--- src/rtl/owire_select_seq.sv ---
module owire_select_seq #(
  parameter int CNT_W    = 4,
  parameter int ID_BYTES = 8
) (
  input  logic                  clk,
  input  logic                  rst_n,
  input  logic                  start,
  input  logic                  resume_mode,
  input  logic [CNT_W-1:0]      slave_count,
  input  logic [8*ID_BYTES-1:0] rom_id,
  output logic                  done,
  output logic                  error,
  output logic                  bus_reset_req,
  input  logic                  bus_reset_ack,
  input  logic                  bus_presence,
  output logic                  byte_req,
  output logic [7:0]            byte_data,
  input  logic                  byte_ack
);
  localparam int IW = $clog2(ID_BYTES + 1);
  localparam logic [7:0] CMD_SKIP   = 8'hCC;
  localparam logic [7:0] CMD_MATCH  = 8'h55;
  localparam logic [7:0] CMD_RESUME = 8'hA5;

  typedef enum logic [1:0] {S_IDLE, S_RST, S_BYTE} state_t;

  state_t                state;
  logic [IW-1:0]         idx;
  logic                  resume_r, multi_r;
  logic [8*ID_BYTES-1:0] id_r;
  logic [7:0]            cmd;
  logic [IW-1:0]         last;

  assign cmd  = !multi_r ? CMD_SKIP : (resume_r ? CMD_RESUME : CMD_MATCH);
  assign last = (multi_r && !resume_r) ? IW'(ID_BYTES) : '0;

  assign bus_reset_req = (state == S_RST);
  assign byte_req      = (state == S_BYTE);
  assign byte_data     = (idx == '0) ? cmd : id_r[7:0];

  always_ff @(posedge clk) begin
    if (!rst_n) begin
      state    <= S_IDLE;
      idx      <= '0;
      resume_r <= 1'b0;
      multi_r  <= 1'b0;
      id_r     <= '0;
      done     <= 1'b0;
      error    <= 1'b0;
    end else begin
      done  <= 1'b0;
      error <= 1'b0;
      case (state)
        S_IDLE: if (start) begin
          resume_r <= resume_mode;
          multi_r  <= (slave_count != CNT_W'(1));
          id_r     <= rom_id;
          idx      <= '0;
          state    <= S_RST;
        end
        S_RST: if (bus_reset_ack) begin
          if (bus_presence) begin
            state <= S_BYTE;
          end else begin
            done  <= 1'b1;
            error <= 1'b1;
            state <= S_IDLE;
          end
        end
        S_BYTE: if (byte_ack) begin
          if (idx != '0) id_r <= id_r >> 8;
          if (idx == last) begin
            done  <= 1'b1;
            state <= S_IDLE;
          end else begin
            idx <= idx + 1'b1;
          end
        end
        default: state <= S_IDLE;
      endcase
    end
  end
endmodule

--- config.mk ---
export PLATFORM = sky130hd
export DESIGN_NAME = owire_select_seq
export DESIGN_NICKNAME = d
export VERILOG_FILES = /design/src/rtl/owire_select_seq.sv
export SDC_FILE = /design/constraint.sdc
export NUM_CORES = 1
export LEC_CHECK = 0
export BUFFER_PORTS_ARGS = -buffer_cell sky130_fd_sc_hd__buf_4
export CAP_MARGIN = 20
export CORE_ASPECT_RATIO = 0.6
export CORE_MARGIN = 3
export CORE_UTILIZATION = 39
export DETAILED_ROUTE_END_ITERATION = 16
export GPL_TIMING_DRIVEN = 0
export PLACE_DENSITY = 0.62
export SLEW_MARGIN = 20
export SYNTH_ARGS = -nofsm -noshare
export SYNTH_HDL_FRONTEND = slang
export SYNTH_SLANG_ARGS = --single-unit
export TNS_END_PERCENT = 20
--- constraint.sdc ---
create_clock -name clk -period 2.88 [get_ports clk]
set_input_delay 0.288 -clock clk [delete_from_list [all_inputs] [get_ports clk]]
set_output_delay 0.288 -clock clk [all_outputs]
set_load 0.02 [all_outputs]
* After elaboration in Yosys (flattened, before gate mapping)
Cells that the tools add are included.
W data, S select, Z words.
** Word-level totals
- Bits in latches :: 0
- Memories kept :: 0
- Flip-flop bits (word level) :: 74
- RAM bits :: 0
- ROM bits :: 0
** Cells by class
- Div/mod/pow operators :: 0
- Add/subtract/negate cells :: 1
- Shift operators :: 0
- Multiplexer cells :: 23
- Eq/ne operators :: 10
- Bitwise operators :: 0
- Magnitude comparators :: 0
- Reduce and logical (&&, ||, !) cells :: 11
- Multipliers :: 0
** Operators by type and width (count)
- $mux W64 :: 3
- $pmux W64 S2 :: 1
- $mux W8 :: 3
- $mux W4 :: 4
- $reduce_and A4 Y1 :: 3
- $mux W2 :: 5
- $ne A2 B1 Y1 const B :: 4
- $pmux W4 S2 :: 1
- $pmux W2 S3 :: 1
- $add A4 B1 Y4 const B :: 1
- $eq A4 B4 Y1 :: 1
- $logic_not A4 Y1 :: 1
- $mux W1 :: 4
- $ne A2 B2 Y1 const B :: 2
- $ne A4 B1 Y1 const B :: 1
- $reduce_and A2 Y1 :: 2
- $reduce_bool A4 Y1 :: 1
- $eq A2 B1 Y1 const B :: 1
- $eq A2 B2 Y1 const B :: 1
- $logic_not A2 Y1 :: 1
- $pmux W1 S2 :: 1
- $reduce_bool A2 Y1 :: 1
- $logic_and A1 B1 Y1 :: 1
- $logic_not A1 Y1 :: 1

* Depth between registers and ports, before layout
- Depth after elaboration :: 7
- Mapped depth :: 9
- Gate-level depth less buffers :: 6

* Least setup slack after synthesis
Ideal clock, no wire load.
- Kind :: flip-flop to flip-flop
- Start :: register state[0]
- End :: register id_r[4]
- Arrival time :: 1919 ps
- Slack :: 875 ps
- Buffers on the path :: 3
- Stages on the path, launching flop included :: 10
- Cell sequence :: dfxtp_1 inv_1 ha_1 buf_2 nor2b_1 a2111oi_4 buf_4 buf_6 nor2_1 a211oi_1
** On the way
- Cells in the longest elaborated chain, start to end :: 3
- Elaborated cells between the ends (all ways) :: 8
- Those cells by class :: eq/ne (4); mux (1); reduce/logical (3)
** Ends and longest elaborated chain
- from (decl) :: line 27 : state_t state;
- from (signal assigned) :: line 43 : state <= S_IDLE;
- from (signal assigned) :: line 59 : state <= S_RST;
- from (signal assigned) :: line 63 : state <= S_BYTE;
- $eq A2 B2 Y1 *
- via byte_req :: line 16 : output logic byte_req,
- $ne A2 B1 Y1 (no source line) or $reduce_bool A2 Y1 (tied branches)
- $reduce_and A4 Y1 (no source line)
- to (signal assigned) :: line 57 : id_r <= rom_id;
- to (signal assigned) :: line 71 : if (idx != '0) id_r <= id_r >> 8;
- to (decl) :: line 30 : logic [8*ID_BYTES-1:0] id_r;
The timed path passes the listed nets; every way through them passes the cells marked *.
A chain may end at the register's enable or synchronous reset.

* Worst setup path after layout
- Start :: register idx[0]
- End :: output byte_data[4]
** On the way
- Cells in the longest elaborated chain, start to end :: 2
** Ends and longest elaborated chain
- from (decl) :: line 28 : logic [IW-1:0] idx;
- from (signal assigned) :: line 76 : idx <= idx + 1'b1;
- $logic_not A4 Y1 :: line 39 : assign byte_data = (idx == '0) ? cmd : id_r[7:0];
- $mux W8 :: line 39
- to (decl) :: line 17 : output logic [7:0] byte_data,
Every way passes these cells.

==> results.cfg <==
[global_route]
antenna_found_initial = 0
global_route.usage.total = 0.191
grt_pass1_wl_um = 14800
overflow = 0
grt_pass1_vias = 2954
grt_max_degree = 11

[sta]
max_freq_mhz = 444
timing.hold.ws_ns = 0.192
drv_slew = 0
finalCriticalPeriod_ns = 2.25
finalCritPeriodShare = 0.782
setup_viol = 0
hold_violations = 0
tightest_slew_ns = 0.959
finClkSkew_ns = 0.00638
setup_tns_ns = 0
rsz0062_at_grt = false
slew_headroom = 0.356

[route]
routedWlPerCell_um = 16.3
drt-total-wl_um = 9390
vias = 3050
dr.pass1.iters = 4
drt_iter0_drc = 204
ant_nets = 0
drc = 0
vias_per_cell = 5.30

[power_and_ir_drop]
p_int_w = 0.00277
clkPwrFrac = 0.229
seq_power_share = 0.383
vdd_drop_max_mv = 0.459
leakage_nw = 1.80
pwr_density_cell_mw_per_mm2 = 971
swShare = 0.366
power_switching_w = 0.00160
pwr-share-comb = 0.388

[floorplan]
fp.dieW_um = 128
die_area_sq_mm = 0.0101
num_rows = 25
fp.dieH_um = 78.9
core_area_sq_mm = 0.00823
start_util = 0.420
pin_count = 87

[critical_path]
crit_chain = inv_1 -> ha_1 -> nor3b_4 -> nand2_1 -> nor2_1 -> a21o_1 -> buf_4
crit_arrival_ns = 1.96
slowest_stage = nor3b_4
cp-end-kind = primary output
start_kind = register
crit_fanout = 8
max_stage_delay_ns = 0.45
critPathKind = register to primary output
cp.required_ns = 2.59

[clock_network]
postCtsSetupBuffers = 0
cts.repair.resized = 0
cts_buffers = 9
clk_path_buf_depth = 2
cts_tree = yes
cts.sinks = 74
ctsRootBufferMaster = clkbuf_16
htreeDepth = 3
clk_latency_ns = 0.34
clk_pin_slew_worst_paths_ns = 0.05
holdBufCountCts = 0

[place]
gp_congestion = 0.844
postPlaceCellArea_sq_mm = 0.00424
dp_hpwl_um = 7320
portBuffers = 86

[yosys]
synth_top_area_frac = 0.428
syn_area_per_cell_sq_um = 9.37
synthAdderAreaFrac = 0.0217
synthTopCellsByArea = dfxtp_1, mux2i_1, a211oi_1
yosys.area.top_type = dfxtp_1
synth-edff-count = 0
ys.flop_type = dfxtp_1
ys_ff_latch = 74
yosys.area_share.simple = 0.139
netlist_area_sq_mm = 0.00346
synth.distinct_cells = 37
synthXorXnorAreaFrac = 0.00507
muxShareOfSynthArea = 0.168
syn-num-nets = 450
async_flop_share = 0
synth_compound_area_frac = 0.186
synth_top_family_by_area = compound AO/OA/AOI/OAI gates
synthCells = 369
yosysSeqAreaShare = 0.428
ys_warn_count = 0

[cells_and_area]
layout_commonest_cell = buf_4
final_layout_size_suffix_gt1_frac = 0.259
n_antenna_cell = 0
nFillCells = 786
fin_area_sq_mm = 0.00450
multi_input_area_sq_mm = 0.00180
layout.area.seq_sq_mm = 0.00148
fin_nets = 547
layout_common_cells = buf_4, dfxtp_1, nor2_1
synthToLayoutAreaGrowth_pct = 30.1

[min_path]
hp-class = input pin to register

[outcome]
status = finished, final reports clean

[job]
drv_cap = 0
cell families (layout without fill, tap and decap cells):
group / after synthesis / count (layout)
and+or+nand+nor: 109 / 109
AOI/OAI and AO/OA: 84 / 84
DFF: 74 / 74
muxes: 58 / 58
buffers and inverters: 36 / 135
adders and majority gates: 6 / 6
xor gates and xnor gates: 2 / 2
flip-flops by register name, summed over array words and instances (netlist names):
signal	count
error	1
idx	4
resume_r	1
done	1
multi_r	1
state	2
id_r	64
power groups by stage:
stage	Combinational, W	Sequential [W]	Clock (W)
after floorplan	0.00126	0.00161	0
after global placement	0.00165	0.00168	0
after detailed placement	0.00169	0.00169	0
after CTS	0.00169	0.00167	0.00103
after global routing	0.00191	0.00172	0.00107
final	0.00169	0.00167	0.00100
worst paths after layout:
kind | slack, ns | start | depth (start not counted) | to
setup reg to reg | 0.63 | state[0]$_SDFFE_PN0P_ | 8 | id_r[17]$_SDFFE_PN0P_
hold reg to reg | 0.48 | state[1]$_SDFFE_PN0P_ | 2 | state[1]$_SDFFE_PN0P_
setup / recovery | 0.63 | idx[0]$_SDFFE_PN0P_ | 7 | byte_data[4]
hold / removal | 0.19 | rom_id[62] | 3 | id_r[62]$_SDFFE_PN0P_
through the flow:
stage / cells / power [W] / util / setup WS (ns)
finish: 576 / 0.00437 / 0.547 / 0.628
global route: 576 / 0.00470 / 0.547 / 0.448
CTS: 576 / 0.00440 / 0.547 / 0.620
detailed placement: 563 / 0.00338 / 0.515 / 0.623
global placement: 563 / 0.00334 / 0.515 / 0.713
floorplan: 369 / 0.00288 / - / 0.875
routing by layer:
layer	vias to the layer above	part of all wire	track usage
met5	-	0	0
met3	19	0.083	0.0612
li1	1528	-	-
met4	0	0.021	0.0763
met2	100	0.38	0.251
met1	1403	0.51	0.285
area by class of cell:
class	instances	share of cell area
Timing Repair Buffer	86	0.143
Multi-Input combinational cell	259	0.399
Clock buffer	13	0.0578
Inverter	7	0.00584
Tap cell	108	0.0300
Sequential cell	74	0.329
Buffer	29	0.0345
critical path, delay by kind of cell, from the launching register on:
family                     cells  cell delay (ns)
and+or+nand+nor                3             0.75
buffers and inverters          2             0.23
DFF                            1             0.36
AOI/OAI and AO/OA              1             0.10
adders and majority gates      1             0.19
Yosys cell counts, drive strengths merged, types with 2 or more instances:
| cell | number |
|---|---|
| nor3 | 3 |
| a211oi | 58 |
| ha | 6 |
| or3 | 2 |
| dfxtp | 74 |
| inv | 7 |
| nand2b | 3 |
| buf | 20 |
| or2 | 2 |
| nand3 | 8 |
| nor2 | 69 |
| o21a | 2 |
| a21oi | 4 |
| clkbuf | 9 |
| o21ai | 2 |
| nor2b | 4 |
| mux2i | 58 |
| a22oi | 8 |
| nand2 | 14 |
(Power assumes the default switching activity.)
